===== src/rtl/lcd_hline_pkg.sv =====
package lcd_hline_pkg;
  localparam int WORD_W    = 32;
  localparam int RSV_W     = 2;
  localparam int PPL_W     = 6;
  localparam int GRAN_LOG2 = 4;
  localparam int FLD_W     = 8;
  localparam int COL_W     = PPL_W + GRAN_LOG2;
  localparam int CNT_W     = (COL_W > FLD_W) ? COL_W : FLD_W;
  localparam int PULSE_LSB = 8;
  localparam int FRONT_LSB = 16;
  localparam int BACK_LSB  = 24;

  typedef enum logic [1:0] {
    PH_ACTIVE = 2'd0,
    PH_FRONT  = 2'd1,
    PH_PULSE  = 2'd2,
    PH_BACK   = 2'd3
  } hphase_e;

  typedef struct packed {
    logic [FLD_W-1:0] back;
    logic [FLD_W-1:0] front;
    logic [FLD_W-1:0] pulse;
    logic [PPL_W-1:0] groups;
  } hcfg_t;

  function automatic hcfg_t decode_word(input logic [WORD_W-1:0] w);
    hcfg_t c;
    c.groups = w[RSV_W +: PPL_W];
    c.pulse  = w[PULSE_LSB +: FLD_W];
    c.front  = w[FRONT_LSB +: FLD_W];
    c.back   = w[BACK_LSB +: FLD_W];
    return c;
  endfunction
endpackage


===== src/rtl/lcd_hcfg_regs.sv =====
module lcd_hcfg_regs
  import lcd_hline_pkg::*;
(
  input  logic              clk,
  input  logic              rst,
  input  logic              we,
  input  logic [WORD_W-1:0] wdata,
  input  logic              line_wrap,
  output logic [WORD_W-1:0] rdata,
  output hcfg_t             work_cfg
);
  logic [WORD_W-1:0] stage_q;
  wire unused_rsv = &{1'b0, wdata[RSV_W-1:0]};

  // staging word, reserved bits never stored
  always_ff @(posedge clk) begin
    if (rst) begin
      stage_q <= '0;
    end else if (we) begin
      stage_q <= {wdata[WORD_W-1:RSV_W], {RSV_W{1'b0}}};
    end
  end

  // working copy moves only when a line wraps
  always_ff @(posedge clk) begin
    if (rst) begin
      work_cfg <= '0;
    end else if (line_wrap) begin
      work_cfg <= decode_word(stage_q);
    end
  end

  assign rdata = stage_q;
endmodule


===== src/rtl/lcd_hphase_seq.sv =====
module lcd_hphase_seq
  import lcd_hline_pkg::*;
(
  input  logic             clk,
  input  logic             rst,
  input  hcfg_t            cfg,
  output hphase_e          phase,
  output logic [CNT_W-1:0] cnt,
  output logic             line_last
);
  logic [CNT_W-1:0] limit;
  logic             at_limit;
  hphase_e          phase_nx;

  always_comb begin
    limit = '0;
    unique case (phase)
      PH_ACTIVE: limit[COL_W-1:0] = {cfg.groups, {GRAN_LOG2{1'b1}}};
      PH_FRONT:  limit[FLD_W-1:0] = cfg.front;
      PH_PULSE:  limit[FLD_W-1:0] = cfg.pulse;
      default:   limit[FLD_W-1:0] = cfg.back;
    endcase
  end

  assign at_limit  = (cnt == limit);
  assign line_last = at_limit && (phase == PH_BACK);

  always_comb begin
    unique case (phase)
      PH_ACTIVE: phase_nx = PH_FRONT;
      PH_FRONT:  phase_nx = PH_PULSE;
      PH_PULSE:  phase_nx = PH_BACK;
      default:   phase_nx = PH_ACTIVE;
    endcase
  end

  always_ff @(posedge clk) begin
    if (rst) begin
      phase <= PH_ACTIVE;
      cnt   <= '0;
    end else if (at_limit) begin
      phase <= phase_nx;
      cnt   <= '0;
    end else begin
      cnt   <= cnt + 1'b1;
    end
  end
endmodule


===== src/rtl/lcd_hout_stage.sv =====
module lcd_hout_stage
  import lcd_hline_pkg::*;
(
  input  logic             clk,
  input  logic             rst,
  input  hphase_e          phase,
  input  logic [CNT_W-1:0] cnt,
  input  logic             line_last,
  input  logic             passive,
  input  logic             invert,
  output logic             de,
  output logic             hsync,
  output logic             eol,
  output logic [COL_W-1:0] col
);
  logic in_active;
  logic in_pulse;
  logic sync_nx;

  assign in_active = (phase == PH_ACTIVE);
  assign in_pulse  = (phase == PH_PULSE);
  // line clock ignores the polarity select
  assign sync_nx   = passive ? in_pulse : (in_pulse ^ invert);

  generate
    if (CNT_W > COL_W) begin : g_wide
      wire unused_hi = &{1'b0, cnt[CNT_W-1:COL_W]};
    end
  endgenerate

  always_ff @(posedge clk) begin
    if (rst) begin
      de    <= 1'b0;
      hsync <= 1'b0;
      eol   <= 1'b0;
      col   <= '0;
    end else begin
      de    <= in_active;
      hsync <= sync_nx;
      eol   <= line_last;
      col   <= in_active ? cnt[COL_W-1:0] : '0;
    end
  end
endmodule


===== src/rtl/lcd_hline_timer.sv =====
module lcd_hline_timer
  import lcd_hline_pkg::*;
(
  input  logic              clk,
  input  logic              rst,
  input  logic              cfg_we,
  input  logic [WORD_W-1:0] cfg_wdata,
  output logic [WORD_W-1:0] cfg_rdata,
  input  logic              panel_passive,
  input  logic              sync_invert,
  output logic              de,
  output logic              hsync,
  output logic              eol,
  output logic [COL_W-1:0]  col
);
  hcfg_t            work_cfg;
  hphase_e          phase;
  logic [CNT_W-1:0] cnt;
  logic             line_last;

  lcd_hcfg_regs regs_i (
    .clk(clk), .rst(rst), .we(cfg_we), .wdata(cfg_wdata),
    .line_wrap(line_last), .rdata(cfg_rdata), .work_cfg(work_cfg)
  );

  lcd_hphase_seq seq_i (
    .clk(clk), .rst(rst), .cfg(work_cfg),
    .phase(phase), .cnt(cnt), .line_last(line_last)
  );

  lcd_hout_stage out_i (
    .clk(clk), .rst(rst), .phase(phase), .cnt(cnt), .line_last(line_last),
    .passive(panel_passive), .invert(sync_invert),
    .de(de), .hsync(hsync), .eol(eol), .col(col)
  );
endmodule


===== config.mk =====
export PLATFORM = sky130hd
export DESIGN_NAME = lcd_hline_timer
export DESIGN_NICKNAME = d
export VERILOG_FILES = /design/src/rtl/lcd_hline_pkg.sv /design/src/rtl/lcd_hcfg_regs.sv /design/src/rtl/lcd_hphase_seq.sv /design/src/rtl/lcd_hout_stage.sv /design/src/rtl/lcd_hline_timer.sv
export SDC_FILE = /design/constraint.sdc
export NUM_CORES = 1
export LEC_CHECK = 0
export ABC_AREA = 1
export BUFFER_PORTS_ARGS = -buffer_cell sky130_fd_sc_hd__buf_4
export CORE_MARGIN = 2
export CORE_UTILIZATION = 50
export CTS_CLUSTER_DIAMETER = 30
export DETAILED_ROUTE_END_ITERATION = 8
export PLACE_DENSITY = 0.79
export SLEW_MARGIN = 0
export SYNTH_ARGS = -nofsm -noshare
export SYNTH_HDL_FRONTEND = slang
export SYNTH_SLANG_ARGS = --single-unit

===== constraint.sdc =====
create_clock -name clk -period 5.3 [get_ports clk]
set_clock_uncertainty 0.2 [all_clocks]
set_input_delay 0 -clock clk [delete_from_list [all_inputs] [get_ports clk]]
set_output_delay 0 -clock clk [all_outputs]
set_load 0.02 [all_outputs]

==> out/metrics.csv, run 1 <==
metric,value,unit
Post-synth top cells,"nand2_1 (122), inv_1 (110), dfxtp_1 (85)",
drt drc,0,
Mean Syn Cell Area,6.810,µm²
final std cells w/o fill,752,
Overflow after GRT,0,
Total Power,1.345,mW
die height,90.79,µm
Setup WS pre-CTS,1.726,ns
vias in the first global route,3311,
cell count after synthesis,553,
"CTS clk-pin slew, worst paths",0.08,ns
Peak VDD IR,0.1507,mV
Setup crit end,regs_i.work_cfg[27],
worst r2r dst,regs_i.work_cfg[27],
first-pass iteration count of the detailed router,5,
crit path launch type,register,
via density per instance,4.725,
"top cells by area, synth","dfxtp_1 (45%), nand2_1 (12%), inv_1 (11%), nor2_1 (6.4%), nand4_1 (5.0%)",
RSZ-0062 raised after global routing,no,
Tot GR Track Use,22.86,%
slowest cell delay on critical path,0.89,ns
period utilisation layout,68.84,%
crit-path cells,inv_1 -> ha_1 -> nor2_2 -> nand3_1 -> nand3_1 -> nand2_1 -> nor2_1 -> nand2_1 -> nor2_2 -> buf_4 -> nand3_1 -> nand2_1 -> inv_1 -> nor2_1,
Max-Cap Viols,0,
Buffers on Ports,77,
Nets,691,
post-CTS setup buffer count,0,
"Max FO, Critical Path",32,
buffers and inverters on the worst path,3,
WHS Path Cells,4,
sequential-to-total area share from yosys stat,45.18,%
TritonCTS Sinks,85,
# setup viols final,0,
Final Hold Fails,0,
cell area after synthesis,3766,µm²
Slew Limit Fails,0,
Slew headroom,22.74,%
largest net degree at the start of global routing,65,
post-layout worst setup margin,1.651,ns
Pleak,2.298,nW
dominant cell type by area after synthesis,dfxtp_1,
Internal,1.019,mW
IO Count,82,
CP Depth,14,
Main synth FF type,dfxtp_1,
WP data arrival,3.74,ns
core area,7292,µm²
Sw Pwr,0.3265,mW
Setup TNS Final,0,ns
CTS tree,done,
slowest cell on the critical path,nand3_1,
clk buf depth,2,
DPL Wire Length,5863,µm
#FFs+latches synth,85,
fill count,639,
PD cells,273.0,nW/µm²
launch point of the worst reg-to-reg path,seq_i.phase[0],
"FFs w/ async S/R, synth",0,%
most common cell in the netlist,nand2_1,
combinational power share,11.2,%
required time worst endpoint,5.39,ns
antenna-violating nets left,0,
Crit. Startpoint,seq_i.phase[0],
Initial Util,51.65,%
total CTS buffers,9,
Post-Route WL,9197,µm
Reg power frac,49.8,%
Layout area overhead,30.83,%
number of synthesized flops with an enable pin,0,
Initial DRC Count,184,
Register-to-Register Path Depth,14,
Reg2Reg Setup Slack,1.65,ns
DP Cell Count,703,
wire per inst,12.23,µm
H-tree depth,3,
Die ar.,8243,µm²
synth unique cells,22,
Synth top area share,45.18,%
Clock Power Share,39.0,%
Sw Share,24.27,%
outcome,finished clean,
fmax,274.1,MHz
initial antenna violation count,0,
Vias,3553,
yosys warns,0,
"CP delay by family, top",simple AND/OR/NAND/NOR gates,
Die W,90.79,µm
CP Class,register to register,
worst slew pin tran,1.156,ns
clock latency on the worst-skew pair,0.36,ns
Setup crit end kind,register,
clock root cell,clkbuf_8,
RePlAce Congestion,0.8192,
# rows,31,
fin crit period,3.649,ns
Hold Crit Class,primary input to register,
layout cells sized above 1,15.62,%
first-pass GRT wire length,15250,µm
Inserted Diodes,0,
flip-flops by register name, indices dropped and copies added, names as in the netlist:
signal           count
regs_i.rdata        30
regs_i.work_cfg     30
seq_i.cnt           10
out_i.de             1
out_i.col           10
out_i.hsync          1
seq_i.phase          2
out_i.eol            1
worst min-delay path, delay by kind of cell:
| kind | cells | cell delay [ns] |
|---|---|---|
| buf+inv | 3 | 0.39 |
| compound gates | 1 | 0.16 |
stage by stage:
stage | hold WS (ns) | utilization, % | cell area (µm²)
floorplan | -0.1276 | - | 3770
global placement | -0.01592 | 59.83 | 4363
detailed placement | -0.008096 | 59.83 | 4363
CTS | 0.006498 | 67.57 | 4927
global route | 0.07175 | 67.57 | 4927
finish | 0.03876 | 67.57 | 4927
cells by family after synthesis:
family | count (synthesis) | synth area share, %
other | 1 | 0.09957
adders and majority gates | 6 | 1.993
and+or+nand+nor | 242 | 27.08
xor gates and xnor gates | 6 | 1.395
buffers and inverters | 143 | 14.82
AOI/OAI and AO/OA | 70 | 9.435
DFF | 85 | 45.18
worst min path at each step:
stage          startpoint  slack [ns]          endpoint
6_report           cfg_we        0.04  regs_i.rdata[15]
5_1_grt            cfg_we        0.07  regs_i.rdata[30]
4_1_cts            cfg_we       0.006  regs_i.rdata[25]
3_5_place_dp          rst      -0.008         out_i.eol
3_3_place_gp          rst       -0.02         out_i.eol
2_1_floorplan         rst       -0.13         out_i.eol
layout make-up:
| cell class | count | area, µm² | share of cell area (%) |
|---|---|---|---|
| timing repair buffer | 113 | 930.9 | 18.89 |
| clock buffer | 11 | 151.4 | 3.073 |
| sequential | 85 | 1702 | 34.54 |
| tap | 99 | 123.9 | 2.514 |
| clock inverter | 5 | 82.58 | 1.676 |
| inverter | 113 | 424.2 | 8.608 |
| multi-input combinational | 326 | 1513 | 30.70 |
repair_timing:
| item | in CTS | in global routing |
|---|---|---|
| gates resized for setup | 0 | 0 |
| endpoints found under the hold margin | 43 | 0 |
| hold buffers | 33 | 0 |
| setup endpoints to repair | 0 | 0 |
power groups by stage:
stage	clock network, mW	registers (mW)	logic [mW]
6_report	0.524	0.670	0.151
5_1_grt	0.558	0.672	0.164
4_1_cts	0.532	0.670	0.149
3_5_place_dp	0	0.684	0.130
3_3_place_gp	0	0.684	0.127
2_1_floorplan	0	0.705	0.0504
layout by cell type, fill, tap and decap left out, types with 3 or more instances in the layout:
cell and n:
a21oi_1 33, buf_4 80, clkbuf_8 11, clkinvlp_4 3, dfxtp_1 85, dlygate4sd3_1 33, ha_1 6, inv_1 110
nand2_1 122, nand3_1 20, nand4_1 30, nor2_1 63, nor2_2 3, nor3_1 3, o21ai_0 34, xor2_1 6
layer usage:
metal	global-route usage [%]	vias to the layer above	wire, µm
met5	0	-	0
met4	9.722	0	176
met3	3.005	17	376
met1	29.73	1563	4218
li1	-	1874	-
met2	38.18	99	4427
Power figures use the tool's default switching activity.
==> run 2: changes to the inputs <==
Clock period 5.3 ns to 3.6 ns, I/O delays scaled along.
==> out/metrics.csv, run 2 (same netlist as run 1, synthesis figures left out) <==
metric,value,unit,change
Clock Power Share,36.0,%,-3.0 points
Inserted Diodes,0,,unchanged
vias in the first global route,3384,,+2.2%
CP Class,register to register,,
Sw Share,25.19,%,+0.92 points
Tot GR Track Use,22.91,%,+0.050 points
Sw Pwr,0.4756,mW,+46%
first-pass iteration count of the detailed router,4,,-1
Reg power frac,52.2,%,+2.4 points
Post-Route WL,8994,µm,-2.2%
first-pass GRT wire length,15330,µm,+0.54%
"Max FO, Critical Path",32,,unchanged
largest net degree at the start of global routing,65,,unchanged
Vias,3597,,+1.2%
worst hold slack,0.02759,ns,-0.01117 ns
Internal,1.413,mW,+39%
RSZ-0062 raised after global routing,no,,
CTS tree,done,,
wire per inst,11.93,µm,-2.5%
die height,90.79,µm,unchanged
most frequent cells in the layout,"nand2_1 (122), inv_1 (110), dfxtp_1 (85)",,
combinational power share,11.8,%,+0.6 points
RePlAce Congestion,0.8144,,-0.59%
Final Cell Area,4910,µm²,-0.36%
DPL Wire Length,5820,µm,-0.74%
"CTS clk-pin slew, worst paths",0.08,ns,about the same
Die ar.,8243,µm²,unchanged
Slew Limit Fails,0,,unchanged
Setup WS pre-CTS,0.7060,ns,-1.020 ns
Hold Crit Class,primary input to register,,
Pleak,2.299,nW,about the same
H-tree depth,3,,unchanged
period utilisation layout,80.80,%,+12 points
post-CTS setup buffer count,0,,unchanged
cts repair resizes,0,,unchanged
worst slew pin tran,0.9179,ns,-0.2377 ns
required time worst endpoint,3.63,ns,-1.76 ns
"most common cell after layout, fill and taps aside",nand2_1,,
Overflow after GRT,0,,unchanged
Initial DRC Count,243,,+32%
clk buf depth,2,,unchanged
Initial Util,51.65,%,unchanged
IO Count,82,,unchanged
via density per instance,4.771,,+0.97%
Slew headroom,38.80,%,+16 points
fin crit period,2.909,ns,-0.7399 ns
initial antenna violation count,0,,unchanged
fmax,343.8,MHz,+25%
antenna-violating nets left,0,,unchanged
outcome,finished clean,,
fill count,645,,+0.94%
Peak VDD IR,0.2707,mV,+80%
Die W,90.79,µm,unchanged
clock latency on the worst-skew pair,0.36,ns,about the same
post-layout worst setup margin,0.6913,ns,-0.9601 ns
Setup TNS Final,0,ns,unchanged
Max-Cap Viols,0,,unchanged
# setup viols final,0,,unchanged
WP data arrival,2.94,ns,-0.80 ns
drt drc,0,,unchanged
Nets,693,,+0.29%
clock root cell,clkbuf_8,,
PD cells,384.6,nW/µm²,+41%
Layout area overhead,30.37,%,
crit path launch type,register,,
total CTS buffers,9,,unchanged
# rows,31,,unchanged
layout cells sized above 1,15.73,%,+0.10 points
Setup crit end kind,register,,
Final Hold Fails,0,,unchanged
placed cell areas,4378,µm²,+0.34%
Buffers on Ports,77,,unchanged
TritonCTS Sinks,85,,unchanged
core area,7292,µm²,unchanged
run 2: power groups by stage:
stage                     Combinational, mW  Sequential (mW)  Clock, mW
final                                 0.222            0.986      0.680
after detailed placement              0.191             1.01          0
after CTS                             0.220            0.986      0.685
after floorplan                      0.0742             1.04          0
after global routing                  0.242            0.990      0.735
after global placement                0.187             1.01          0
run 2: layout make-up:
type                    instances  area [µm²]  area share (%)
repair buffers                115       945.9           19.27
flip-flops and latches         85        1702           34.66
well taps                      99       123.9           2.523
clock inverters                 5       60.06           1.223
multi-input cells             326        1513           30.81
clock buffers                  11       141.4           2.880
inverters                     113       424.2           8.639
run 2: per-stage QoR:
stage	utilization, %	power (mW)	std cells
6_report	67.33	1.888	754
5_1_grt	67.33	1.967	754
4_1_cts	67.33	1.891	754
3_5_place_dp	60.04	1.199	705
3_3_place_gp	60.04	1.193	705
2_1_floorplan	-	1.112	554
run 2: path summary, 6_finish.rpt:
| path | startpoint | endpoint | slack, ns | cells after the start |
|---|---|---|---|---|
| worst min-delay path | cfg_we | regs_i.rdata[7] | 0.03 | 4 |
| worst max-delay path | seq_i.phase[0] | seq_i.cnt[2] | 0.69 | 13 |
| worst max register to register | seq_i.phase[0] | seq_i.cnt[2] | 0.69 | 13 |
| worst min register to register | regs_i.rdata[28] | regs_i.rdata[28] | 0.28 | 2 |
run 2: worst max-delay path: stages, from the launching register on:
cell and delay (ns):
dfxtp_1 0.41, inv_1 0.09, ha_1 0.38, nor2_2 0.24
nand3_1 0.15, nand3_1 0.11, nand2_1 0.05, nor2_1 0.11
nand2_1 0.07, nor2_2 0.07, buf_4 0.30, nand2_1 0.18
nand2_1 0.33, nor3_1 0.08
run 2: layer usage:
metal  wire length (µm)  global-route usage [%]  share of wire, %  vias to the layer above
met2               4400                   38.87                49                       95
met1               3998                   28.77                44                     1615
li1                   -                       -                 -                     1875
met4                155                   8.460               1.7                        0
met3                440                   4.674               4.9                       12
met5                  0                       0                 0                        -
run 2: what timing repair did:
item | CTS | global route
setup endpoints to repair | 0 | 0
endpoints found under the hold margin | 43 | 0
hold buffers | 33 | 0
